**config.mk**
```make
export PLATFORM = sky130hd
export DESIGN_NAME = rcadc_capture
export DESIGN_NICKNAME = d
export VERILOG_FILES = /design/src/rtl/rcadc_pkg.sv /design/src/rtl/rcadc_sync.sv /design/src/rtl/rcadc_timer.sv /design/src/rtl/rcadc_channel.sv /design/src/rtl/rcadc_capture.sv
export SDC_FILE = /design/constraint.sdc
export NUM_CORES = 1
export LEC_CHECK = 0
export ABC_AREA = 1
export BUFFER_PORTS_ARGS = -buffer_cell sky130_fd_sc_hd__buf_2
export CAP_MARGIN = 20
export CORE_ASPECT_RATIO = 0.75
export CORE_MARGIN = 1.5
export CORE_UTILIZATION = 35
export CTS_BUF_LIST = sky130_fd_sc_hd__clkbuf_16
export DETAILED_ROUTE_END_ITERATION = 8
export MAX_ROUTING_LAYER = met4
export SLEW_MARGIN = 20
export SYNTH_ARGS = -nofsm -noshare
export SYNTH_HDL_FRONTEND = slang
export SYNTH_HIERARCHICAL = 1
export SYNTH_SLANG_ARGS = --single-unit
```
**constraint.sdc**
```tcl
create_clock -name clk -period 1.52 [get_ports clk]
set_input_delay 0.152 -clock clk [delete_from_list [all_inputs] [get_ports clk]]
set_output_delay 0.152 -clock clk [all_outputs]
set_load 0.05 [all_outputs]
```
**src/rtl/rcadc_pkg.sv**
```systemverilog
package rcadc_pkg;
    typedef enum logic [1:0] {
        ST_IDLE     = 2'd0,
        ST_RAMP_RST = 2'd1,
        ST_COUNT    = 2'd2
    } phase_t;
endpackage

```
**src/rtl/rcadc_sync.sv**
```systemverilog
module rcadc_sync #(
    parameter int NCH = 4
) (
    input  logic           clk,
    input  logic           rst_n,
    input  logic [NCH-1:0] raw_i,
    output logic [NCH-1:0] rise_o
);
    logic [NCH-1:0] meta_q;
    logic [NCH-1:0] safe_q;
    logic [NCH-1:0] prev_q;

    always_ff @(posedge clk or negedge rst_n) begin
        if (!rst_n) begin
            meta_q <= '0;
            safe_q <= '0;
            prev_q <= '0;
        end else begin
            meta_q <= raw_i;
            safe_q <= meta_q;
            prev_q <= safe_q;
        end
    end

    assign rise_o = safe_q & ~prev_q;

    generate
        for (genvar g = 0; g < NCH; g++) begin : g_chk
            // a detected rise lasts exactly one cycle
            p_rise_pulse_r6: assert property (@(posedge clk) disable iff (!rst_n)
                rise_o[g] |=> !rise_o[g]);
        end
    endgenerate
endmodule

```
**src/rtl/rcadc_timer.sv**
```systemverilog
module rcadc_timer
    import rcadc_pkg::*;
#(
    parameter int CNT_W = 12
) (
    input  logic             clk,
    input  logic             rst_n,
    input  logic             sync_i,
    input  logic             fast_i,
    output logic [CNT_W-1:0] count_o,
    output logic             window_o,
    output logic             commit_o
);
    localparam logic [CNT_W-1:0] CNT_MAX = {CNT_W{1'b1}};

    phase_t           state_q, state_d;
    logic [CNT_W-1:0] count_q;
    logic             tog_q;
    logic             rate_q;
    logic             tick;

    // state register
    always_ff @(posedge clk or negedge rst_n) begin
        if (!rst_n) state_q <= ST_IDLE;
        else        state_q <= state_d;
    end

    // transitions: arm, release, restart
    always_comb begin
        state_d = state_q;
        unique case (state_q)
            ST_IDLE:     if (sync_i)  state_d = ST_RAMP_RST;
            ST_RAMP_RST: if (!sync_i) state_d = ST_COUNT;
            ST_COUNT:    if (sync_i)  state_d = ST_RAMP_RST;
            default:                  state_d = ST_IDLE;
        endcase
    end

    // outputs of the state machine
    always_comb begin
        commit_o = 1'b0;
        window_o = 1'b0;
        unique case (state_q)
            ST_IDLE:     commit_o = sync_i;
            ST_RAMP_RST: commit_o = 1'b0;
            ST_COUNT: begin
                commit_o = sync_i;
                window_o = !sync_i;
            end
            default:     commit_o = 1'b0;
        endcase
    end

    assign tick    = rate_q | tog_q;
    assign count_o = count_q;

    always_ff @(posedge clk or negedge rst_n) begin
        if (!rst_n) begin
            count_q <= '0;
            tog_q   <= 1'b0;
            rate_q  <= 1'b0;
        end else begin
            if (commit_o) rate_q <= fast_i;
            if (window_o) begin
                tog_q <= ~tog_q;
                if (tick && count_q != CNT_MAX) count_q <= count_q + 1'b1;
            end else begin
                tog_q   <= 1'b0;
                count_q <= '0;
            end
        end
    end

    p_hold_zero_r2: assert property (@(posedge clk) disable iff (!rst_n)
        sync_i |=> count_q == '0);
    p_step_fast_r3: assert property (@(posedge clk) disable iff (!rst_n)
        (window_o && rate_q && count_q != CNT_MAX) |=> count_q == $past(count_q) + 1'b1);
    p_step_half_r4: assert property (@(posedge clk) disable iff (!rst_n)
        (window_o && !rate_q && !tog_q) |=> count_q == $past(count_q));
    p_no_wrap_r5: assert property (@(posedge clk) disable iff (!rst_n)
        (count_q == CNT_MAX && !sync_i) |=> count_q == CNT_MAX);
    p_rate_steady_r11: assert property (@(posedge clk) disable iff (!rst_n)
        !commit_o |=> $stable(rate_q));
endmodule

```
**src/rtl/rcadc_channel.sv**
```systemverilog
module rcadc_channel #(
    parameter int CNT_W = 12
) (
    input  logic             clk,
    input  logic             rst_n,
    input  logic             rise_i,
    input  logic             window_i,
    input  logic             commit_i,
    input  logic [CNT_W-1:0] count_i,
    output logic [CNT_W-1:0] result_o,
    output logic             hit_o
);
    logic [CNT_W-1:0] held_q;
    logic [CNT_W-1:0] result_q;
    logic             hit_q;

    always_ff @(posedge clk or negedge rst_n) begin
        if (!rst_n) begin
            held_q   <= '0;
            result_q <= '0;
            hit_q    <= 1'b0;
        end else if (commit_i) begin
            result_q <= hit_q ? held_q : '0;
            hit_q    <= 1'b0;
        end else if (window_i && rise_i && !hit_q) begin
            held_q <= count_i;
            hit_q  <= 1'b1;
        end
    end

    assign result_o = result_q;
    assign hit_o    = hit_q;

    p_single_capture_r7: assert property (@(posedge clk) disable iff (!rst_n)
        (hit_q && !commit_i) |=> (hit_q && $stable(held_q)));
    p_status_clear_r9: assert property (@(posedge clk) disable iff (!rst_n)
        commit_i |=> !hit_q);
    p_result_stable_r10: assert property (@(posedge clk) disable iff (!rst_n)
        !commit_i |=> $stable(result_q));
    p_miss_zero_r8: assert property (@(posedge clk) disable iff (!rst_n)
        (commit_i && !hit_q) |=> result_q == '0);
endmodule

```
**src/rtl/rcadc_capture.sv**
```systemverilog
module rcadc_capture #(
    parameter int NCH   = 4,
    parameter int CNT_W = 12
) (
    input  logic               clk,
    input  logic               rst_n,
    input  logic               sync_i,
    input  logic               fast_i,
    input  logic [NCH-1:0]     cmp_i,
    output logic [NCH*CNT_W-1:0] result_o,
    output logic [NCH-1:0]     status_o
);
    logic [NCH-1:0]   rise;
    logic [CNT_W-1:0] count;
    logic             window;
    logic             commit;

    rcadc_sync #(.NCH(NCH)) u_sync (
        .clk    (clk),
        .rst_n  (rst_n),
        .raw_i  (cmp_i),
        .rise_o (rise)
    );

    rcadc_timer #(.CNT_W(CNT_W)) u_timer (
        .clk      (clk),
        .rst_n    (rst_n),
        .sync_i   (sync_i),
        .fast_i   (fast_i),
        .count_o  (count),
        .window_o (window),
        .commit_o (commit)
    );

    generate
        for (genvar g = 0; g < NCH; g++) begin : g_ch
            rcadc_channel #(.CNT_W(CNT_W)) u_ch (
                .clk      (clk),
                .rst_n    (rst_n),
                .rise_i   (rise[g]),
                .window_i (window),
                .commit_i (commit),
                .count_i  (count),
                .result_o (result_o[g*CNT_W +: CNT_W]),
                .hit_o    (status_o[g])
            );
        end
    endgenerate

    // flags only set while counting
    p_flag_window_r9: assert property (@(posedge clk) disable iff (!rst_n)
        (!window && !commit) |=> ($countones(status_o) <= $countones($past(status_o))));
endmodule

```
==> flow_summary.yaml <==
run_status:
  status: "finished, final reports clean"
sta:
  min_period_ns: 1.447
  hold_slack_ns: 0.03548
  fin_setup_tns_ns: 0
  post-route-period-util_pct: 95.23
  relSlewSlack_pct: 78.52
  fmax_mhz: 690.9
  maxSlewViolCount: 0
  hold_viol: 0
  skew_ns: 0.01238
  finalSetupViolations: 0
  rsz0062_at_grt: "no"
  tightest_slew_ns: 0.3222
final_layout:
  stdcell_count: 904
  regArea_um2: 3203
  final_cell_mix: "nand2_1 (140), dfrtp_1 (128), nand3_1 (112)"
  final_common_cell: "nand2_1"
  nNetsFinal: 696
  multi_input_area_um2: 1719
  drive_above_1_share_pct: 22.17
  area_delta_synth_final_pct: 23.13
  diodes: 0
  final_util_pct: 43.90
  num-fill-cells: 1499
setup_path:
  crit_type: "register to output pin"
  crit_path_end_kind: "output pin"
  critPathMaxStageDelay_ns: 0.38
  critPathLaunch: "g_ch[2].u_ch/hit_o$_DFFE_PN0P_"
  cp_max_fo: 14
  cp.required_ns: 1.37
  arrival_ns: 1.30
  rrSetupSlack_ns: 0.10
  r2r-start: "u_timer/count_o[0]$_DFFE_PN0P_"
  reg2regPathDepth: 8
  cp_cell_sequence: "buf_4, buf_2"
  rr_endpoint: "u_timer/count_o[9]$_DFFE_PN0P_"
  cp_slowest_cell: "dfrtp_1"
  start_kind: "register"
  crit_end: "status_o[2]"
power:
  leakage_uw: 0.003423
  p_switching_uw: 1667
  p_total_uw: 7220
  power_frac_seq_pct: 48.0
  switching_share_pct: 23.09
  p_int_uw: 5553
  power_density_nw_per_um2: 1087
  vdd.ir_drop.worst_mv: 0.6934
  clkPwrFrac_pct: 47.0
  pwr-share-comb_pct: 5.0
clock_network:
  cts-buffers-inserted: 17
  root_buffer: "clkbuf_16"
  path_clk_slew_ns: 0.05
  cts_tree: "built"
  clk-insertion-delay-late_ns: 0.42
  htreeDepth: 4
  clock-sinks: 128
  cts_buffer_depth: 2
synthesis:
  syn-cell-area_um2: 5394
  synth-seq-area-share_pct: 59.38
  yosysWarningCount: 6
  synthCells: 594
  ys_types: 24
  ys_ff_latch: 128
  syn_nets: 603
  avgSynthCellArea_um2: 9.081
floorplan:
  fp-row-count: 39
  dieArea_um2: 16170
  start_util_pct: 35.66
  ioPinCount: 60
  die_w_um: 146.3
  fp.dieH_um: 110.5
  coreArea_um2: 15130
global_routing:
  grt_max_degree: 46
  track_usage_pct: 16.21
  gr-total-overflow: 0
  grt_pass1_vias: 4108
  antenna_found_initial: 0
  grt_pass1_wl_mm: 19.93
detailed_routing:
  initialDrtViolationCount: 354
  drt-pass1-iter-count: 4
  wl_per_cell_um: 13.15
  vias: 4155
  via_per_inst: 4.596
  drt-total-wl_mm: 11.89
  drtAntennaViolNets: 0
  drc: 0
placed_design:
  dp_hpwl_mm: 8.263
  dpl.cell_count: 867
  place.gp.congestion: 0.8617
  io_buffers: 59
min_path:
  hold_class: "primary input to register"
  worstHoldStart: "sync_i"
flow_run:
  drv_cap: 0
==> cell type report <==
cell class                 count  area share [%]
multi-input combinational    363           25.89
timing repair buffer         104           10.46
sequential                   128           48.23
clock buffer                  17           6.405
inverter                      73           4.164
tap                          205           3.862
clock inverter                14          0.9985
==> how the worst min path moves through the flow <==
stage / endpoint / cells after the start
floorplan: g_ch[0].u_ch/held_q[0]$_DFFE_PN0P_ / 0
global placement: g_ch[1].u_ch/result_o[3]$_DFFE_PN0P_ / 1
detailed placement: g_ch[1].u_ch/result_o[6]$_DFFE_PN0P_ / 1
CTS: u_timer/state_q[0]$_DFFE_PN0P_ / 3
global route: u_timer/state_q[0]$_DFFE_PN0P_ / 3
finish: u_timer/state_q[0]$_DFFE_PN0P_ / 3
==> flip-flops by register name (all words and copies together), names as in the netlist <==
register / cells
u_timer/rate_q: 1
g_ch.u_ch/result_o: 48
u_sync/safe_q: 4
u_timer/count_o: 12
g_ch.u_ch/hit_o: 4
u_timer/state_q: 2
g_ch.u_ch/held_q: 48
u_sync/meta_q: 4
u_sync/prev_q: 4
u_timer/tog_q: 1
==> logic make-up (layout without fill, tap and decap cells) <==
kind of cell / after synthesis / in the layout / synth area share (%)
DFF: 128 / 128 / 59.38
AOI/OAI and AO/OA: 62 / 62 / 5.938
and+or+nand+nor: 300 / 300 / 25.19
buffers and inverters: 103 / 208 / 9.255
adders and majority gates: 1 / 1 / 0.2319
==> power groups by stage <==
stage / combinational, uW / sequential, uW / clock, uW
final: 363 / 3470 / 3390
after global routing: 408 / 3470 / 3640
after CTS: 363 / 3470 / 3490
after detailed placement: 350 / 3530 / 0
after global placement: 344 / 3520 / 0
after floorplan: 192 / 3540 / 0
==> per-stage QoR <==
| stage | instance area, um^2 | setup slack [ns] |
|---|---|---|
| 2_1_floorplan | 5394 | 0.1385 |
| 3_3_place_gp | 6061 | 0.04802 |
| 3_5_place_dp | 6061 | 0.006255 |
| 4_1_cts | 6613 | 0.04128 |
| 5_1_grt | 6641 | 0.0007055 |
| 6_report | 6641 | 0.07254 |
==> synth_stat cells (all sizes together) <==
cell / count / share of area [%]
nand2: 149 / 11
dfrtp: 128 / 59
nand3: 113 / 11
inv: 73 / 5.1
o21ai: 60 / 5.7
nor2: 30 / 2.9
buf: 29 / 3.9
nand4: 4 / 0.46
nor3b: 2 / 0.28
a21oi: 1 / 0.093
clkbuf: 1 / 0.26
ha: 1 / 0.23
nor3: 1 / 0.093
o21bai: 1 / 0.14
or2: 1 / 0.12
==> timing repair <==
action,CTS,global route
setup buffers,0,0
hold buffers,6,0
endpoints found under the setup margin,2,43
resized for setup,1,9
hold endpoints to repair,133,0
==> critical path, delay by kind of cell, from the launching register on <==
family / cells / cell delay [ns]
buffers and inverters: 2 / 0.50
DFF: 1 / 0.38
==> per-layer routing <==
metal | track usage (%) | routed length, um
met1 | 21.66 | 5917
met2 | 23.70 | 5353
met3 | 5.041 | 513
met4 | 4.781 | 102
met5 | - | 0
Note: power is estimated with default switching activity, not from simulation.
